## src/rtl/scm_pkg.sv

```systemverilog
package scm_pkg;
  // Width needed to hold a count from 0 to n inclusive.
  function automatic integer cnt_bits(input integer n);
    return (n < 1) ? 1 : $clog2(n + 1);
  endfunction
endpackage

```

## src/rtl/scm_rank.sv

```systemverilog
// Prefix counter: rank of column j = number of selected columns below j.
module scm_rank #(
  parameter int N_COL = 7,
  parameter int RW    = 3
) (
  input  logic [N_COL-1:0]    sel,
  output logic [N_COL*RW-1:0] rank,
  output logic [RW-1:0]       total
);
  logic [RW-1:0] pre [N_COL+1];
  assign pre[0] = '0;
  for (genvar j = 0; j < N_COL; j++) begin : g_pre
    assign pre[j+1]          = pre[j] + RW'(sel[j]);
    assign rank[j*RW +: RW]  = pre[j];
  end
  assign total = pre[N_COL];
endmodule

```

## src/rtl/scm_fwd_net.sv

```systemverilog
// Forward switch network: each column sees only the lanes of its window.
module scm_fwd_net #(
  parameter int N_COL = 7,
  parameter int M_LN  = 4,
  parameter int W     = 8,
  parameter int RW    = 3
) (
  input  logic [M_LN*W-1:0]   src,
  input  logic [N_COL-1:0]    sel,
  input  logic [N_COL*RW-1:0] rank,
  input  logic                ok,
  output logic [N_COL*W-1:0]  dst,
  output logic [N_COL-1:0]    vld
);
  localparam int K = N_COL - M_LN;

  for (genvar j = 0; j < N_COL; j++) begin : g_col
    logic [W-1:0] pick;
    always_comb begin
      pick = '0;
      for (int i = 0; i < M_LN; i++) begin
        if (i <= j && i + K >= j && rank[j*RW +: RW] == RW'(i))
          pick = src[i*W +: W];
      end
    end
    assign vld[j]          = ok & sel[j];
    assign dst[j*W +: W]   = vld[j] ? pick : '0;
  end
endmodule

```

## src/rtl/scm_rev_net.sv

```systemverilog
// Reverse network: lane i gathers from columns i .. i+K with the same ranks.
module scm_rev_net #(
  parameter int N_COL = 7,
  parameter int M_LN  = 4,
  parameter int W     = 8,
  parameter int RW    = 3
) (
  input  logic [N_COL*W-1:0]  back,
  input  logic [N_COL-1:0]    sel,
  input  logic [N_COL*RW-1:0] rank,
  input  logic                ok,
  output logic [M_LN*W-1:0]   lanes
);
  localparam int K = N_COL - M_LN;

  for (genvar i = 0; i < M_LN; i++) begin : g_lane
    logic [W-1:0] pick;
    always_comb begin
      pick = '0;
      for (int d = 0; d <= K; d++) begin
        if (sel[i+d] && rank[(i+d)*RW +: RW] == RW'(i))
          pick = back[(i+d)*W +: W];
      end
    end
    assign lanes[i*W +: W] = ok ? pick : '0;
  end
endmodule

```

## src/rtl/spare_col_mux.sv

```systemverilog
module spare_col_mux #(
  parameter int N_COL   = 7,
  parameter int M_LN    = 4,
  parameter int W       = 8,
  parameter bit REG_OUT = 1'b1
) (
  input  logic                clk,
  input  logic                rst,
  input  logic [M_LN*W-1:0]   src_lanes,
  input  logic [N_COL-1:0]    col_sel,
  output logic [N_COL*W-1:0]  dst_cols,
  output logic [N_COL-1:0]    dst_vld,
  input  logic [N_COL*W-1:0]  back_cols,
  output logic [M_LN*W-1:0]   back_lanes,
  output logic                cfg_err
);
  import scm_pkg::*;
  localparam int RW = cnt_bits(N_COL);
  localparam int K  = N_COL - M_LN;

  logic [N_COL*RW-1:0] rank;
  logic [RW-1:0]       total;
  logic                ok;
  logic [N_COL*W-1:0]  c_dst;
  logic [N_COL-1:0]    c_vld;
  logic [M_LN*W-1:0]   c_back;

  scm_rank #(.N_COL(N_COL), .RW(RW)) u_rank (
    .sel(col_sel), .rank(rank), .total(total)
  );

  assign ok = (total == RW'(M_LN));

  scm_fwd_net #(.N_COL(N_COL), .M_LN(M_LN), .W(W), .RW(RW)) u_fwd (
    .src(src_lanes), .sel(col_sel), .rank(rank), .ok(ok),
    .dst(c_dst), .vld(c_vld)
  );

  scm_rev_net #(.N_COL(N_COL), .M_LN(M_LN), .W(W), .RW(RW)) u_rev (
    .back(back_cols), .sel(col_sel), .rank(rank), .ok(ok),
    .lanes(c_back)
  );

  if (REG_OUT) begin : g_reg
    logic live_q;
    always_ff @(posedge clk) begin
      if (rst) begin
        dst_cols   <= '0;
        dst_vld    <= '0;
        back_lanes <= '0;
        cfg_err    <= 1'b0;
        live_q     <= 1'b0;
      end else begin
        dst_cols   <= c_dst;
        dst_vld    <= c_vld;
        back_lanes <= c_back;
        cfg_err    <= ~ok;
        live_q     <= 1'b1;
      end
    end

    // flag tracks the popcount of the mask one edge earlier
    p_err_flag_r2: assert property (@(posedge clk) disable iff (rst)
      live_q |-> (cfg_err == ($countones($past(col_sel)) != M_LN)));
    // a legal result carries exactly M valid columns
    p_vld_count_r2: assert property (@(posedge clk) disable iff (rst)
      (live_q && !cfg_err) |-> ($countones(dst_vld) == M_LN));
    // error keeps every output quiet
    p_err_quiet_r3: assert property (@(posedge clk) disable iff (rst)
      (live_q && cfg_err) |-> (dst_vld == '0 && dst_cols == '0 && back_lanes == '0));
    // valid flags mirror a legal mask
    p_vld_mask_r4: assert property (@(posedge clk) disable iff (rst)
      (live_q && !cfg_err) |-> (dst_vld == $past(col_sel)));
    // lowest lane lands in its window
    p_low_window_r5: assert property (@(posedge clk) disable iff (rst)
      (live_q && !cfg_err) |-> (dst_vld[K:0] != '0));
    // highest lane lands in its window
    p_high_window_r5: assert property (@(posedge clk) disable iff (rst)
      (live_q && !cfg_err) |-> (dst_vld[N_COL-1:M_LN-1] != '0));
  end else begin : g_comb
    assign dst_cols   = c_dst;
    assign dst_vld    = c_vld;
    assign back_lanes = c_back;
    assign cfg_err    = ~ok;
  end
endmodule

```

## config.mk

```make
export PLATFORM = sky130hd
export DESIGN_NAME = spare_col_mux
export DESIGN_NICKNAME = d
export VERILOG_FILES = /design/src/rtl/scm_pkg.sv /design/src/rtl/scm_rank.sv /design/src/rtl/scm_fwd_net.sv /design/src/rtl/scm_rev_net.sv /design/src/rtl/spare_col_mux.sv
export SDC_FILE = /design/constraint.sdc
export NUM_CORES = 1
export LEC_CHECK = 0
export BUFFER_PORTS_ARGS = -buffer_cell sky130_fd_sc_hd__buf_2
export CORE_ASPECT_RATIO = 1.25
export CORE_MARGIN = 2
export CORE_UTILIZATION = 52
export CTS_CLUSTER_SIZE = 40
export DETAILED_ROUTE_END_ITERATION = 6
export GPL_TIMING_DRIVEN = 0
export MAX_ROUTING_LAYER = met4
export PLACE_DENSITY_LB_ADDON = 0.08
export SLEW_MARGIN = 20
export SYNTH_ARGS = -nofsm -noshare
export SYNTH_HDL_FRONTEND = slang
export SYNTH_SLANG_ARGS = --single-unit
```

## constraint.sdc

```tcl
create_clock -name clk -period 10.7 [get_ports clk]
set_input_delay 2.14 -clock clk [delete_from_list [all_inputs] [get_ports clk]]
set_output_delay 2.14 -clock clk [all_outputs]
set_load 0.02 [all_outputs]
```

==> implementation parameters <==
Parameter                              Value

Outcome
  Result of the run ... finished, violations left
  Violations in the final reports ... design-rule violations

Route
  Post-DRT Antenna Nets ... 0
  Final wirelength ... 16.4 mm
  Via density ... 5.93
  Iter 0 DRT Violations ... between 400 and 500
  Routed len/inst ... around 19 µm
  Total DRC errors in the routed layout ... 32
  Length of the first detailed-routing pass in iterations ... 7
  Detailed-route via count ... 5097

Yosys
  Seq/Total Area, Yosys ... approximately 41%
  Basic-gate share of the synthesized area counting and, or, nand and nor cells ... ~25%
  Syn avg cell area ... 8.87 µm²
  Post-synth cell types ... 44
  Main combinational cell family by area after synthesis ... simple AND/OR/NAND/NOR gates
  Post-synthesis compound-gate area fraction ... 17.6%
  Synth Area in XOR/XNOR ... 1.41%
  Async set or reset register ratio after synthesis ... 0%
  Multiplexer fraction of the synthesized cell area ... 5.83%
  Cells taking the most area after synthesis ... dfxtp_1, a21oi_1, nand2_1
  Flip-flop and latch count after synthesis ... 96
  Library cell with the largest summed area after synthesis ... dfxtp_1
  Total nets after synthesis ... roughly 640
  Mapped Area ... roughly 4700 µm²
  Top-area cell type share of the netlist area ... 40.7%
  Number of instances in the synthesized netlist ... 532
  Count of yosys warnings during synthesis ... 0
  Share of synthesized cell area in full adder, half adder and majority cells ... 4.30%
  Synth Flop Type ... dfxtp_1
  Post-synth EDFFs ... 0

Global route
  Pin count of the biggest net entering global routing ... 19
  GR Overflow Total ... 0
  Number of antenna violations at the first check in global routing ... 0
  Wire length of the first global-routing pass ... between 20 and 25 mm
  Global router's overall resource usage ... about a third
  Via count of the first global-routing pass ... about 5000

Finish
  Top library cells by usage in the layout, fill and taps aside ... buf_2, dfxtp_1, nand2_1
  Most common cell after layout, fill and taps aside ... buf_2
  Filler instances ... around 800
  Share of the core filled with cells ... approximately 69%
  Nets@finish ... 847
  Layout overhead on the synthesized area ... 28.0%
  Area of the multi-input gates ... ~2500 µm²
  Footprint of the flip-flops and latches ... about 1900 µm²
  Share of post-route cells with drive strength above 1 ... a little under a third
  Antenna diode count ... 0

Clock network
  Post-CTS Setup Bufs ... 0
  Total clock buffers created by CTS ... 9
  Clock-pin slew of the registers on the worst-case setup and hold paths ... around 0.10 ns
  CTS tree ... yes
  H-Tree Level Count ... 3
  Hold Buf Count CTS ... 0
  Number of clock sinks seen by CTS ... 96
  # resized after CTS ... 0
  Buffer type at the clock tree root ... clkbuf_8
  Clock Path Buffers ... 2

Worst setup path
  Critical path endpoint category ... register
  Cell type of the slowest stage on the worst timing path ... fa_1
  Max incr delay on CP ... 0.51 ns
  Delay-heaviest family, CP ... adder cells
  Series of cell instances along the critical path ... buf_2, buf_2, clkbuf_1, inv_1, ha_1, ha_1, fa_1, ha_1, ha_1, ha_1, nor3b_1, mux2_4, nand2_1, buf_4, buf_4, a21oi_1
  Critical Path Fanout Max ... 10
  Top cell by count, worst path ... ha_1
  Required arrival time at the worst endpoint ... between 10 and 15 ns
  Data arrival, critical path ... 6.64 ns
  Critical path startpoint category ... input pin
  Number of buffers and inverters on the critical path ... 6
  Kind of critical path ... in -> reg

Worst hold path
  HP Class ... in -> reg

Power
  Pwr Density ... between 150 and 200 nW/µm²
  Design internal power ... 600 µW
  Clock network fraction of total power ... between 20% and 30%
  Static leakage ... around 0.0029 µW
  Combinational fraction of design power ... between 30% and 40%
  Switching fraction of total power ... a little over a third
  Worst IR Drop VDD ... ~0.071 mV
  Net switching power figure ... 326 µW
  Reg power frac ... between 40% and 50%

STA
  Clock period minus final worst setup slack ... ~6.3 ns
  Max-slew headroom at the worst pin ... a little under two fifths
  Actual transition at the worst max-transition pin ... 0.943 ns
  Number of pins with negative max-slew slack in the final report ... 0
  Setup violation total in the final timing report ... 0
  Hold violation count in the final report ... 0
  Setup TNS after final layout ... 0 ns
  Unrepaired setup endpoints after global routing ... no
  Highest achievable clock rate ... approximately 160 MHz
  Fraction of the cycle the final worst path needs ... 59.3%

Job
  Number of max-capacitance violations reported ... 0

Floorplanning
  Die width ... approximately 89 µm
  Standard cell core area ... ~8700 µm²
  Number of core rows ... 38
  Initial core utilization ... 53.9%
  Chip height ... around 110 µm
  Area of the die ... a little under 10000 µm²
  Ports placed on the boundary ... 193

Place
  Number of buffer cells added on primary ports ... 192
  Global placement routability congestion ... 0.932
  Detailed placement HPWL ... about 13 mm
[stage by stage]
stage	setup slack [ns]	total power, µW	hold slack [ns]	cells	area [µm²]
2_1_floorplan	5.03	577	2.21	532	4720
3_3_place_gp	4.06	666	2.31	844	5830
3_5_place_dp	4.01	671	2.32	844	5830
4_1_cts	4.37	920	1.91	860	6040
5_1_grt	4.20	966	1.91	860	6040
6_report	4.36	926	1.91	860	6040
[final timing paths]
kind,end,slack (ns),depth (start not counted),startpoint
worst min-delay path,cfg_err,1.91,2,rst
worst max-delay path,back_lanes[18],4.36,16,col_sel[0]
[flip-flops by register name, indices dropped and copies added (netlist names)]
register	cells
dst_vld	7
back_lanes	32
cfg_err	1
dst_cols	56
[synth_stat cells, types with 2 or more instances]
cell type and instances:
buf_4 4, buf_2 10, nor3_1 26, a211o_1 17, and3_1 30, mux2i_1 8, nor2_1 28, a222oi_1 7
or3_1 7, nor2b_1 17, inv_1 12, fa_1 2, a311o_1 8, a22oi_1 24, a31oi_1 8, buf_1 6
nor3b_1 11, nand2_1 59, a21oi_1 49, nand3b_1 8, xnor2_1 2, and4b_1 3, mux4_2 8, nand4bb_1 2
nand3_1 19, clkbuf_1 24, ha_1 13, o31ai_1 7, nand2b_1 3, dfxtp_1 96
[cell families (layout without fill, tap and decap cells)]
group / Yosys count / count (layout)
and+or+nand+nor: 221 / 221
adders and majority gates: 15 / 15
buffers and inverters: 57 / 265
muxes: 17 / 17
AOI/OAI and AO/OA: 121 / 121
DFF: 96 / 96
xor gates and xnor gates: 5 / 5
[final cells by class]
cell class | count | area share [%]
multi-input combinational | 379 | 42.2
sequential | 96 | 31.8
timing repair buffer | 192 | 15.9
buffer | 45 | 3.38
tap | 120 | 2.49
clock buffer | 9 | 2.05
clock inverter | 7 | 1.41
inverter | 12 | 0.746
[layer usage]
layer | track usage [%] | vias up | wire, µm
met3 | 4.71 | 78 | 1380
met2 | 56.6 | 350 | 8270
met5 | - | - | 0
met4 | 17.0 | 0 | 864
met1 | 37.1 | 2342 | 5890
li1 | - | 2327 | -
[power groups by stage]
stage               Sequential, µW  Combinational, µW  Clock [µW]
floorplan                      408                170           0
global placement               385                281           0
detailed placement             386                285           0
CTS                            378                287         256
global route                   379                314         273
finish                         377                291         257
Note: power is estimated with default switching activity, not from simulation.
